==> config.mk <==
export PLATFORM = sky130hd
export DESIGN_NAME = dac_cmd_rx
export DESIGN_NICKNAME = d
export VERILOG_FILES = /design/src/rtl/dac_rx_pkg.sv /design/src/rtl/dac_rx_pinsync.sv /design/src/rtl/dac_rx_framer.sv /design/src/rtl/dac_rx_bank.sv /design/src/rtl/dac_cmd_rx.sv
export SDC_FILE = /design/constraint.sdc
export NUM_CORES = 1
export LEC_CHECK = 0
export ABC_AREA = 1
export BUFFER_PORTS_ARGS = -buffer_cell sky130_fd_sc_hd__buf_2
export CAP_MARGIN = 15
export CELL_PAD_IN_SITES_DETAIL_PLACEMENT = 1
export CELL_PAD_IN_SITES_GLOBAL_PLACEMENT = 1
export CORE_UTILIZATION = 47
export CTS_BUF_LIST = sky130_fd_sc_hd__clkbuf_4 sky130_fd_sc_hd__clkbuf_8
export CTS_CLUSTER_SIZE = 24
export DETAILED_ROUTE_END_ITERATION = 10
export HOLD_SLACK_MARGIN = 0.03
export PLACE_DENSITY = 0.91
export SLEW_MARGIN = 20
export SYNTH_ARGS = -nofsm -noshare
export SYNTH_HDL_FRONTEND = slang
export SYNTH_SLANG_ARGS = --single-unit
==> constraint.sdc <==
create_clock -name clk -period 1.9 [get_ports clk]
set_input_delay 0.19 -clock clk [delete_from_list [all_inputs] [get_ports clk]]
set_output_delay 0.19 -clock clk [all_outputs]
set_load 0.05 [all_outputs]
==> src/rtl/dac_rx_pkg.sv <==
package dac_rx_pkg;

    // serial pin order inside the synchroniser bundle
    localparam int PIN_N  = 4;
    localparam int P_SCLK = 0;
    localparam int P_SDAT = 1;
    localparam int P_LOAD = 2;
    localparam int P_LDAC = 3;

    // events seen after synchronisation
    typedef struct packed {
        logic sclk_fall;
        logic load_fall;
        logic ldac_fall;
        logic sdat;
        logic ldac_lvl;
    } pin_ev_t;

endpackage

==> src/rtl/dac_rx_pinsync.sv <==
module dac_rx_pinsync
    import dac_rx_pkg::*;
#(
    parameter int STAGES = 2
) (
    input  logic             clk,
    input  logic             rst_n,
    input  logic [PIN_N-1:0] pins_i,
    output pin_ev_t          ev_o
);

    typedef struct packed {
        logic [STAGES-1:0][PIN_N-1:0] chain;
        logic [PIN_N-1:0]             prev;
    } sync_st_t;

    sync_st_t s_d, s_q;
    logic [PIN_N-1:0] cur;

    always_comb begin
        s_d          = s_q;
        s_d.chain[0] = pins_i;
        for (int i = 1; i < STAGES; i++) begin
            s_d.chain[i] = s_q.chain[i-1];
        end
        s_d.prev = s_q.chain[STAGES-1];
    end

    always_ff @(posedge clk or negedge rst_n) begin
        if (!rst_n) begin
            s_q <= '0;
        end else begin
            s_q <= s_d;
        end
    end

    assign cur = s_q.chain[STAGES-1];

    always_comb begin
        ev_o.sclk_fall = s_q.prev[P_SCLK] & ~cur[P_SCLK];
        ev_o.load_fall = s_q.prev[P_LOAD] & ~cur[P_LOAD];
        ev_o.ldac_fall = s_q.prev[P_LDAC] & ~cur[P_LDAC];
        ev_o.sdat      = cur[P_SDAT];
        ev_o.ldac_lvl  = cur[P_LDAC];
    end

endmodule

==> src/rtl/dac_rx_framer.sv <==
module dac_rx_framer #(
    parameter  int FRAME_W = 11,
    localparam int CNT_W   = $clog2(FRAME_W)
) (
    input  logic               clk,
    input  logic               rst_n,
    input  logic               sclk_fall_i,
    input  logic               load_fall_i,
    input  logic               sdat_i,
    output logic               lat_o,
    output logic [FRAME_W-1:0] frame_o,
    output logic               done_o,
    output logic               err_o,
    output logic [CNT_W-1:0]   cnt_o
);

    typedef struct packed {
        logic [CNT_W-1:0]   cnt;
        logic [FRAME_W-1:0] shreg;
        logic [FRAME_W-1:0] held;
        logic               vld;
        logic               done;
        logic               err;
    } frm_st_t;

    frm_st_t s_d, s_q;
    logic [FRAME_W-1:0] shifted;
    logic accept;

    always_comb begin
        s_d      = s_q;
        s_d.done = 1'b0;
        s_d.err  = 1'b0;
        shifted  = {s_q.shreg[FRAME_W-2:0], sdat_i};
        accept   = load_fall_i && s_q.vld && (s_q.cnt == '0);
        if (load_fall_i) begin
            // a load always closes the current word, good or bad
            s_d.cnt = '0;
            s_d.vld = 1'b0;
            s_d.err = !accept;
        end else if (sclk_fall_i) begin
            s_d.shreg = shifted;
            if (s_q.cnt == CNT_W'(FRAME_W - 1)) begin
                s_d.cnt  = '0;
                s_d.held = shifted;
                s_d.vld  = 1'b1;
                s_d.done = 1'b1;
            end else begin
                s_d.cnt = s_q.cnt + CNT_W'(1);
            end
        end
    end

    always_ff @(posedge clk or negedge rst_n) begin
        if (!rst_n) begin
            s_q <= '0;
        end else begin
            s_q <= s_d;
        end
    end

    assign lat_o   = accept;
    assign frame_o = s_q.held;
    assign done_o  = s_q.done;
    assign err_o   = s_q.err;
    assign cnt_o   = s_q.cnt;

endmodule

==> src/rtl/dac_rx_bank.sv <==
module dac_rx_bank #(
    parameter  int NCH    = 4,
    parameter  int CODE_W = 8,
    localparam int ADDR_W = (NCH > 1) ? $clog2(NCH) : 1
) (
    input  logic                  clk,
    input  logic                  rst_n,
    input  logic                  lat_i,
    input  logic [ADDR_W-1:0]     addr_i,
    input  logic                  gain_i,
    input  logic [CODE_W-1:0]     code_i,
    input  logic                  upd_i,
    input  logic                  ldac_lvl_i,
    output logic [NCH*CODE_W-1:0] code_o,
    output logic [NCH-1:0]        gain_o
);

    typedef struct packed {
        logic [NCH-1:0][CODE_W-1:0] in_code;
        logic [NCH-1:0][CODE_W-1:0] out_code;
        logic [NCH-1:0]             in_gain;
        logic [NCH-1:0]             out_gain;
    } bank_st_t;

    bank_st_t s_d, s_q;

    always_comb begin
        s_d = s_q;
        for (int i = 0; i < NCH; i++) begin
            if (lat_i && (addr_i == ADDR_W'(i))) begin
                s_d.in_code[i] = code_i;
                s_d.in_gain[i] = gain_i;
            end
        end
        for (int i = 0; i < NCH; i++) begin
            // update strobe low makes the output path transparent
            if (upd_i || (lat_i && !ldac_lvl_i && (addr_i == ADDR_W'(i)))) begin
                s_d.out_code[i] = s_d.in_code[i];
                s_d.out_gain[i] = s_d.in_gain[i];
            end
        end
    end

    always_ff @(posedge clk or negedge rst_n) begin
        if (!rst_n) begin
            s_q <= '0;
        end else begin
            s_q <= s_d;
        end
    end

    for (genvar g = 0; g < NCH; g++) begin : g_out
        assign code_o[g*CODE_W +: CODE_W] = s_q.out_code[g];
        assign gain_o[g]                  = s_q.out_gain[g];
    end

endmodule

==> src/rtl/dac_cmd_rx.sv <==
module dac_cmd_rx
    import dac_rx_pkg::*;
#(
    parameter  int NCH         = 4,
    parameter  int CODE_W      = 8,
    parameter  int SYNC_STAGES = 2,
    localparam int ADDR_W      = (NCH > 1) ? $clog2(NCH) : 1,
    localparam int FRAME_W     = ADDR_W + 1 + CODE_W,
    localparam int CNT_W       = $clog2(FRAME_W)
) (
    input  logic                  clk,
    input  logic                  rst_n,
    input  logic                  sclk_i,
    input  logic                  sdata_i,
    input  logic                  load_i,
    input  logic                  ldac_i,
    output logic [NCH*CODE_W-1:0] code_o,
    output logic [NCH-1:0]        gain_o,
    output logic                  frame_done_o,
    output logic                  frame_err_o
);

    pin_ev_t            ev;
    logic [PIN_N-1:0]   pins;
    logic               lat_evt;
    logic               upd_evt;
    logic [FRAME_W-1:0] frame;
    logic [CNT_W-1:0]   bit_cnt;

    always_comb begin
        pins         = '0;
        pins[P_SCLK] = sclk_i;
        pins[P_SDAT] = sdata_i;
        pins[P_LOAD] = load_i;
        pins[P_LDAC] = ldac_i;
    end

    dac_rx_pinsync #(.STAGES(SYNC_STAGES)) i_sync (
        .clk    (clk),
        .rst_n  (rst_n),
        .pins_i (pins),
        .ev_o   (ev)
    );

    dac_rx_framer #(.FRAME_W(FRAME_W)) i_framer (
        .clk         (clk),
        .rst_n       (rst_n),
        .sclk_fall_i (ev.sclk_fall),
        .load_fall_i (ev.load_fall),
        .sdat_i      (ev.sdat),
        .lat_o       (lat_evt),
        .frame_o     (frame),
        .done_o      (frame_done_o),
        .err_o       (frame_err_o),
        .cnt_o       (bit_cnt)
    );

    assign upd_evt = ev.ldac_fall;

    dac_rx_bank #(.NCH(NCH), .CODE_W(CODE_W)) i_bank (
        .clk        (clk),
        .rst_n      (rst_n),
        .lat_i      (lat_evt),
        .addr_i     (frame[FRAME_W-1 -: ADDR_W]),
        .gain_i     (frame[CODE_W]),
        .code_i     (frame[CODE_W-1:0]),
        .upd_i      (upd_evt),
        .ldac_lvl_i (ev.ldac_lvl),
        .code_o     (code_o),
        .gain_o     (gain_o)
    );

endmodule

Word-level counts from Yosys, hierarchy flattened
Cells that the tools add are included.
{"block": "totals", "register_bits": 113, "in_bits": 6, "elab_cells": 73}
{"block": "classes", "addsub": 1, "n_eq_ne": 4, "mux": 15, "n_bitwise": 7, "n_reduce_logical": 24}
{"operator": "$mux W8", "count": 4}
{"operator": "$mux W28", "count": 1}
{"operator": "$mux W13", "count": 1}
{"operator": "$logic_and A1 B1 Y1", "count": 11}
{"operator": "$mux W4", "count": 2}
{"operator": "$mux W1", "count": 7}
{"operator": "$add A4 B1 Y4 const B", "count": 1}
{"operator": "$eq A2 B2 Y1 const B", "count": 2}
{"operator": "$eq A4 B4 Y1 const B", "count": 1}
{"operator": "$logic_not A4 Y1", "count": 1}
{"operator": "$logic_or A1 B1 Y1", "count": 4}
{"operator": "$not A1 Y1", "count": 4}
{"operator": "$reduce_and A2 Y1", "count": 2}
{"operator": "$reduce_bool A2 Y1", "count": 2}
{"operator": "$and A1 B1 Y1", "count": 3}
{"operator": "$reduce_and A3 Y1", "count": 1}
{"operator": "$eq A2 B1 Y1 const B", "count": 1}
{"operator": "$logic_not A1 Y1", "count": 2}
{"operator": "$logic_not A2 Y1", "count": 1}

Depth between registers and ports, before layout
Gate-level depths: netlist of the first run.
{"block": "logic_depth", "ltp_word": 7, "ltp_mapped": 9}

Hierarchy
A second synthesis of the first run with hierarchy kept.
{"block": "unflattened", "hier_cells": 522, "area_unflattened_um2": 4996.0}
{"mod": "dac_rx_bank", "n_inst": 1, "cells_per_inst": 363, "area_per_inst_um2": 3367.0, "seq_area_each_um2": 1801.7}
{"mod": "dac_rx_framer", "n_inst": 1, "cells_per_inst": 140, "area_per_inst_um2": 1308.8, "seq_area_each_um2": 700.7}
{"mod": "dac_rx_pinsync", "n_inst": 1, "cells_per_inst": 19, "area_per_inst_um2": 320.3, "seq_area_each_um2": 275.3}

Least setup slack after synthesis of the first run
Ideal clock, no wire load.
{"block": "synth_path", "kind": "reg-to-reg", "startpoint": "reg i_framer.s_q (netlist bit i_framer.cnt_o[0])", "endpoint": "reg i_bank.s_q (netlist bit i_bank.code_o[0])", "setup_time_ps": 66, "arrival_ps": 1346, "setup_slack_ps": 488, "path_stages_with_launch": 10, "path_cell_list": "dfrtp_1 > inv_1 > ha_1 > nand3_2 > nor2_4 > buf_6 > nand3_4 > nand2_4 > nand2_1 > nand2_1"}
{"block": "synth_via", "elab_chain_cells": 5}
{"element": "start, declared", "line_no": "dac_rx_framer.sv:26", "rtl": "frm_st_t s_d, s_q;"}
{"element": "start signal, assigned", "line_no": "dac_rx_framer.sv:56", "rtl": "s_q <= '0;"}
{"element": "start signal, assigned", "line_no": "dac_rx_framer.sv:58", "rtl": "s_q <= s_d;"}
{"element": "$logic_not A4 Y1 *", "line_no": "dac_rx_framer.sv:35", "rtl": "accept = load_fall_i && s_q.vld && (s_q.cnt == '0);"}
{"element": "$logic_and A1 B1 Y1 *", "line_no": "dac_rx_framer.sv:35"}
{"element": "$logic_and A1 B1 Y1 (2 in a row)", "line_no": "dac_rx_bank.sv:37", "rtl": "if (upd_i || (lat_i && !ldac_lvl_i && (addr_i == ADDR_W'(i)))) begin"}
{"element": "$logic_or A1 B1 Y1", "line_no": "dac_rx_bank.sv:37"}
{"element": "end signal, assigned", "line_no": "dac_rx_bank.sv:46", "rtl": "s_q <= '0;"}
{"element": "end signal, assigned", "line_no": "dac_rx_bank.sv:48", "rtl": "s_q <= s_d;"}
{"element": "end, declared", "line_no": "dac_rx_bank.sv:25", "rtl": "bank_st_t s_d, s_q;"}
Mark *: on every way between the ends. The rest lies on a longest branch, timed or not.
A chain may end at the register's enable or synchronous reset.

Final worst setup path of the first run
{"block": "layout_path", "startpoint": "reg i_framer.s_q (netlist bit i_framer.cnt_o[0])", "endpoint": "reg i_bank.s_q (netlist bit i_bank.code_o[18])"}
Same word-level chain as after synthesis.

==> impl_results.md, run 1 <==
* Yosys Warn Count at 0
* # DRC at 0
* Data required time of the critical path at 2.23 ns
* Post-CTS Repair Setup Buffers at 0
* R2R Path Start: i_framer.cnt_o[0]$_DFFE_PN0P_
* R2R setup slack at 0.18 ns
* R2r endpoint: i_bank.code_o[18]$_DFFE_PN0P_
* Vias at 3328
* Slew @ Worst Pin at 0.437 ns
* Reg2Reg Depth at 9
* Hold Crit Class: input pin to asynchronous set/reset pin
* Seq/Total Area, Yosys at 59.6%
* Synth top area share at 59.6%
* Setup Viol. Count Final at 0
* Max Freq at 581 MHz
* Final Cycle Share at 90.6%
* Drt initial violations at 169
* Starting Density at 49.5%
* Grt ovf at 0
* Max transition margin at 70.8%
* Setup CP Type: flop to flop
* Synth Register Bits at 111
* Global placement routability congestion at 0.794
* Number of clock sinks at 111
* First-pass GRT wire length at 17.7 mm
* Number of detailed-route iterations in the first pass at 4
* Post-cts sizing count at 0
* Yosys cell types at 21
* Die area at 10300 um2
* Hold Vio Cnt, Final at 0
* Number of nets with antenna violations after routing at 0
* CTS tree: yes
* Slew Viols, Final at 0
* Critical path arrival at 2.05 ns
* Via density at 5.18
* Initial antenna violation count at 0
* Num CTS Buffers at 9
* Area grow syn2layout at 8.72%
* N_diodes at 0
* Clock Latency Late Sink at 0.39 ns
* Pin count of the biggest net entering global routing at 45
* Tmin final at 1.72 ns
* Ranking of synthesized cells by area: dfrtp_1, nand2_1, nand3_1
* Ports at 44
* CTS H-tree depth at 3
* Die Width at 102 um
* Die Ht at 102 um
* Root Buffer: clkbuf_8
* Clock Path Buffers at 2
* Post-Syn Area at 4660 um2
* Power per cell area at 824 nW/um2
* Crit start category: flop
* Syn Nets at 498
* Row count at 35
* Gate Count Post-Synth at 489
* Hpwl dp at 7.19 mm
* Core box area at 9420 um2
* Fin nets at 517
* Drt wl/cell at 16.6 um
* Cell taking the most area after synthesis: dfrtp_1
* Status: completed
* Critical path capture point type: flop
* Worst IR Drop VDD at 355 uV
* Vias in the first global route at 3524
* Final setup skew at 0.0145 ns
* Worst Path Max Fanout at 20
* MaxCap Viol Count at 0
* Pwr Total at 4180 uW
* WL final at 10.6 mm
* RSZ-0062 raised after global routing: no
* Clock-pin slew on the worst setup and hold paths at 0.11 ns
* LEAKAGE at 0.00278 uW
* Mapped Avg Cell Area at 9.53 um2
* Layout cell share with drive strength beyond 1 at 17.7%
* TNS Setup at 0 ns
* Total Routing Usage GR at 22.9%
* Port bufs at 43
[cell type report]
type	instances	area [um2]
repair buffers	60	400
inverters	22	82.6
fillers	1096	4350
flip-flops and latches	111	2780
clock inverters	7	77.6
clock buffers	9	124
well taps	129	161
multi-input cells	304	1450
[per-layer routing]
layer	vias up	wire [um]	part of all wire, %	GRT usage [%]
met4	0	212	2.0	9.25
met3	19	392	3.7	4.42
met2	72	5410	51	38.8
li1	1566	-	-	-
met5	-	0	0	0
met1	1671	4620	43	28.9
[critical path, cell delays in order, from the launching register on]
cell	delay, ns
dfrtp_1	0.41
inv_1	0.12
ha_1	0.20
nand3_2	0.11
nor2_4	0.16
buf_12	0.19
nand3_4	0.17
nand2_4	0.16
nand2_1	0.08
nand2_1	0.07
[through the flow]
stage	hold WS, ns	setup slack, ns	cell area (um2)	cells	utilization (%)
floorplan	-0.106	0.488	4660	489	-
global placement	0.104	0.289	4790	620	50.9
detailed placement	0.106	0.183	4790	620	50.9
CTS	0.227	0.142	5040	641	53.6
global route	0.262	0.0200	5070	642	53.8
finish	0.230	0.178	5070	642	53.8
[flip-flops by register name, indices dropped and copies added (netlist names), 3 cells and up]
signal / flops
i_sync.s_d: 4
i_sync.s_q: 3
i_bank.gain_o: 4
i_sync.cur: 4
i_framer.cnt_o: 4
i_framer.s_q: 11
i_bank.s_q: 36
i_bank.code_o: 32
i_framer.frame_o: 11
[kinds of logic after synthesis]
| group | count (synthesis) | synth area share (%) |
|---|---|---|
| simple gates | 275 | 27.2 |
| flops | 111 | 59.6 |
| buf+inv | 74 | 9.42 |
| compound gates | 24 | 2.63 |
| fa+ha+maj | 3 | 0.805 |
| xor+xnor | 2 | 0.376 |
[how the worst max path moves through the flow]
stage / from / to / slack, ns
after floorplan: i_framer.cnt_o[0]$_DFFE_PN0P_ / i_bank.code_o[0]$_DFFE_PN0P_ / 0.49
after global placement: i_framer.cnt_o[0]$_DFFE_PN0P_ / i_bank.gain_o[3]$_DFFE_PN0P_ / 0.29
after detailed placement: i_framer.cnt_o[0]$_DFFE_PN0P_ / i_bank.code_o[29]$_DFFE_PN0P_ / 0.18
after CTS: i_framer.cnt_o[0]$_DFFE_PN0P_ / i_bank.code_o[29]$_DFFE_PN0P_ / 0.14
after global routing: i_framer.cnt_o[0]$_DFFE_PN0P_ / i_bank.code_o[29]$_DFFE_PN0P_ / 0.02
final: i_framer.cnt_o[0]$_DFFE_PN0P_ / i_bank.code_o[18]$_DFFE_PN0P_ / 0.18
[repair_timing]
item | 4_1_cts | 5_1_grt
hold buffers | 5 | 0
hold endpoints to repair | 47 | 0
endpoints found under the setup margin | 0 | 1
[cell usage in the layout, fill, tap and decap left out, drive strengths merged]
| cell | n |
|---|---|
| inv | 26 |
| nand2 | 181 |
| dlygate4sd3 | 5 |
| nand3 | 86 |
| dfrtp | 111 |
| xor2 | 1 |
| ha | 3 |
| clkinv | 1 |
| a21oi | 1 |
| o22ai | 2 |
| bufinv | 1 |
| clkinvlp | 1 |
| o21ai | 21 |
| buf | 54 |
| clkbuf | 10 |
| nor2 | 8 |
| xnor2 | 1 |
[where the power goes]
group,switching (uW),internal (uW),leakage (uW)
Sequential,38.5,2430,0.00151
Clock,854,627,0.000101
Combinational,165,64.4,0.00117
Total,1060,3120,0.00278
[Yosys cell counts (all sizes together)]
library cell / count
o22ai: 2
o21ai: 21
nand3: 86
buf: 47
xnor2: 1
inv: 22
a21oi: 1
clkbuf: 5
ha: 3
nand2: 181
nor2: 8
dfrtp: 111
xor2: 1
Note: power is estimated with default switching activity, not from simulation.
==> inputs of run 2 (changes only) <==
--- a/config.mk
+++ b/config.mk
@@ -10,6 +10,7 @@
 export CAP_MARGIN = 15
 export CELL_PAD_IN_SITES_DETAIL_PLACEMENT = 1
 export CELL_PAD_IN_SITES_GLOBAL_PLACEMENT = 1
+export CORE_ASPECT_RATIO = 0.6
 export CORE_UTILIZATION = 47
 export CTS_BUF_LIST = sky130_fd_sc_hd__clkbuf_4 sky130_fd_sc_hd__clkbuf_8
 export CTS_CLUSTER_SIZE = 24
==> impl_results.md, run 2 (synthesis gave the netlist of run 1 again) <==
* Number of nets with antenna violations after routing at 0 (unchanged)
* Hold Vio Cnt, Final at 0 (unchanged)
* Starting Density at 49.6% (+0.13 points)
* Slew @ Worst Pin at 0.513 ns (+0.0766 ns)
* Tmin final at 1.77 ns (+0.0429 ns)
* Commonest non-fill, non-tap cell in the layout: nand2_1
* R2R setup slack at 0.13 ns (-0.04 ns)
* Final Cycle Share at 92.9% (+2.3 points)
* Pin count of the biggest net entering global routing at 41 (-8.9%)
* Reg2Reg Depth at 9 (unchanged)
* Worst IR Drop VDD at 377 uV (+6.1%)
* N_diodes at 0 (unchanged)
* Switching Share at 25.9% (+0.62 points)
* Root Buffer: clkbuf_8
* Critical path capture point type: flop
* Grt ovf at 0 (unchanged)
* Drt wl/cell at 16.3 um (-1.6%)
* Worst Path Max Fanout at 40 (+100%)
* Number of clock sinks at 111 (unchanged)
* Fillers at 1115 (+1.7%)
* Vias in the first global route at 3368 (-4.4%)
* Max FFs per register at 36 (unchanged)
* Area grow syn2layout at 8.21%
* Hold slack at 0.308 ns (+0.0775 ns)
* R2r endpoint: i_bank.code_o[30]$_DFFE_PN0P_
* Clock Path Buffers at 2 (unchanged)
* Fin nets at 516 (-0.19%)
* Hpwl dp at 7.39 mm (+2.7%)
* Die area at 10300 um2 (+0.12%)
* Comb pwr share at 5.6% (about the same)
* Critical path arrival at 2.10 ns (+0.05 ns)
* Clock Latency Late Sink at 0.39 ns (about the same)
* Total Routing Usage GR at 22.9% (-0.045 points)
* RSZ-0062 raised after global routing: yes
* WL final at 10.5 mm (-1.6%)
* Status: completed
* LEAKAGE at 0.00277 uW (-0.42%)
* Via density at 5.09 (-1.8%)
* Largest Register: i_bank.s_q
* Cell-internal power at 3000 uW (-3.7%)
* Max Freq at 567 MHz (-2.4%)
* MaxCap Viol Count at 0 (unchanged)
* Data required time of the critical path at 2.24 ns (about the same)
* Post-Layout Cell Count at 642 (unchanged)
* Clk network pwr share at 33.6% (-1.9 points)
* Met1 GRT Util at 32.0% (+3.1 points)
* Drt initial violations at 172 (+1.8%)
* Max transition margin at 65.8% (-5.1 points)
* Crit start category: flop
* Grt met2 use at 35.8% (-3.0 points)
* Setup Viol. Count Final at 0 (unchanged)
* R2R Path Start: i_framer.cnt_o[0]$_DFFE_PN0P_
* Post-cts sizing count at 0 (unchanged)
* Die Ht at 79.1 um (-22%)
* Vias at 3269 (-1.8%)
* Die Width at 131 um (+29%)
* Slew Viols, Final at 0 (unchanged)
* Placed insts at 621 (+0.16%)
* Final setup skew at 0.0112 ns (-0.00334 ns)
* Row count at 27 (-23%)
* NetSw at 1050 uW (-0.58%)
* Setup CP Type: flop to flop
* CTS tree: yes
* Power per cell area at 803 nW/um2 (-2.5%)
* Core box area at 9390 um2 (-0.25%)
* Port bufs at 43 (unchanged)
* Num CTS Buffers at 9 (unchanged)
* # DRC at 0 (unchanged)
* GRT busiest layer: met2
* Hold Crit Class: input pin to asynchronous set/reset pin
* Sequential share of power at 60.8% (+1.7 points)
* Ports at 44 (unchanged)
* Layout cell share with drive strength beyond 1 at 17.6% (-0.16 points)
* CTS H-tree depth at 3 (unchanged)
* Clock-pin slew on the worst setup and hold paths at 0.11 ns (about the same)
* Initial antenna violation count at 0 (unchanged)
* Global placement routability congestion at 0.785 (-1.2%)
* Number of detailed-route iterations in the first pass at 4 (unchanged)
* Met3 GRT Util at 5.46% (+1.0 points)
* Commonest cells after routing, fill and taps aside: nand2_1, dfrtp_1, nand3_1, buf_2, o21ai_0
* Pwr Total at 4050 uW (-2.9%)
* First-pass GRT wire length at 17.6 mm (-0.36%)
## run 2: cell count changes in the layout (fill, tap and decap cells not counted), sizes merged
cell / delta
clkinv: +1
clkbuf: -1
bufinv: -1
## run 2: power by group through the flow
stage / clock (uW) / combinational [uW] / sequential, uW
6_report: 1360 / 227 / 2460
4_1_cts: 1400 / 232 / 2460
5_1_grt: 1510 / 262 / 2470
3_3_place_gp: 0 / 210 / 2500
3_5_place_dp: 0 / 223 / 2510
2_1_floorplan: 0 / 117 / 2500
## run 2: what timing repair did
| action | CTS | global route |
|---|---|---|
| setup buffers | 0 | 0 |
| setup endpoints to repair | 0 | 2 |
| hold buffers | 5 | 0 |
| hold endpoints to repair | 37 | 0 |
## run 2: metrics by stage
step                      worst slack (ns)   TNS, ns  area [um2]  util (%)
final                                0.135         0        5040      53.7
after detailed placement             0.126         0        4810      51.2
after floorplan                      0.488         0        4660         -
after global placement               0.239         0        4810      51.2
after CTS                            0.117         0        5040      53.7
after global routing              -0.00389  -0.00683        5040      53.7
## run 2: how the worst max path moves through the flow
stage	start	to	slack (ns)	depth (start not counted)
floorplan	i_framer.cnt_o[0]$_DFFE_PN0P_	i_bank.code_o[0]$_DFFE_PN0P_	0.49	9
global placement	i_framer.cnt_o[0]$_DFFE_PN0P_	i_bank.code_o[30]$_DFFE_PN0P_	0.24	9
detailed placement	i_framer.cnt_o[0]$_DFFE_PN0P_	i_bank.code_o[30]$_DFFE_PN0P_	0.13	9
CTS	i_framer.cnt_o[0]$_DFFE_PN0P_	i_bank.code_o[30]$_DFFE_PN0P_	0.12	9
global route	i_framer.cnt_o[0]$_DFFE_PN0P_	i_bank.gain_o[2]$_DFFE_PN0P_	-0.004	9
finish	i_framer.cnt_o[0]$_DFFE_PN0P_	i_bank.code_o[30]$_DFFE_PN0P_	0.13	9
## run 2: area by class of cell
cell class	instances	area [um2]	area share [%]
Sequential cell	111	2780	55.1
Timing Repair Buffer	59	388	7.69
Tap cell	130	163	3.22
Clock buffer	9	124	2.46
Clock inverter	7	65.1	1.29
Inverter	22	82.6	1.64
Multi-Input combinational cell	304	1450	28.6
## run 2: metal layers
metal | routed length [um] | up-vias
li1 | - | 1565
met1 | 5130 | 1646
met2 | 4870 | 48
met3 | 379 | 10
met4 | 98 | 0
met5 | 0 | -
## run 2: worst max-delay path, stage by stage (launching register included)
cell and delay, ns:
dfrtp_1 0.41, inv_1 0.13, ha_1 0.20, nand3_2 0.10, nor2_4 0.11, buf_12 0.22, nand3_4 0.19, nand2_4 0.17
nand2_1 0.11, nand2_1 0.07
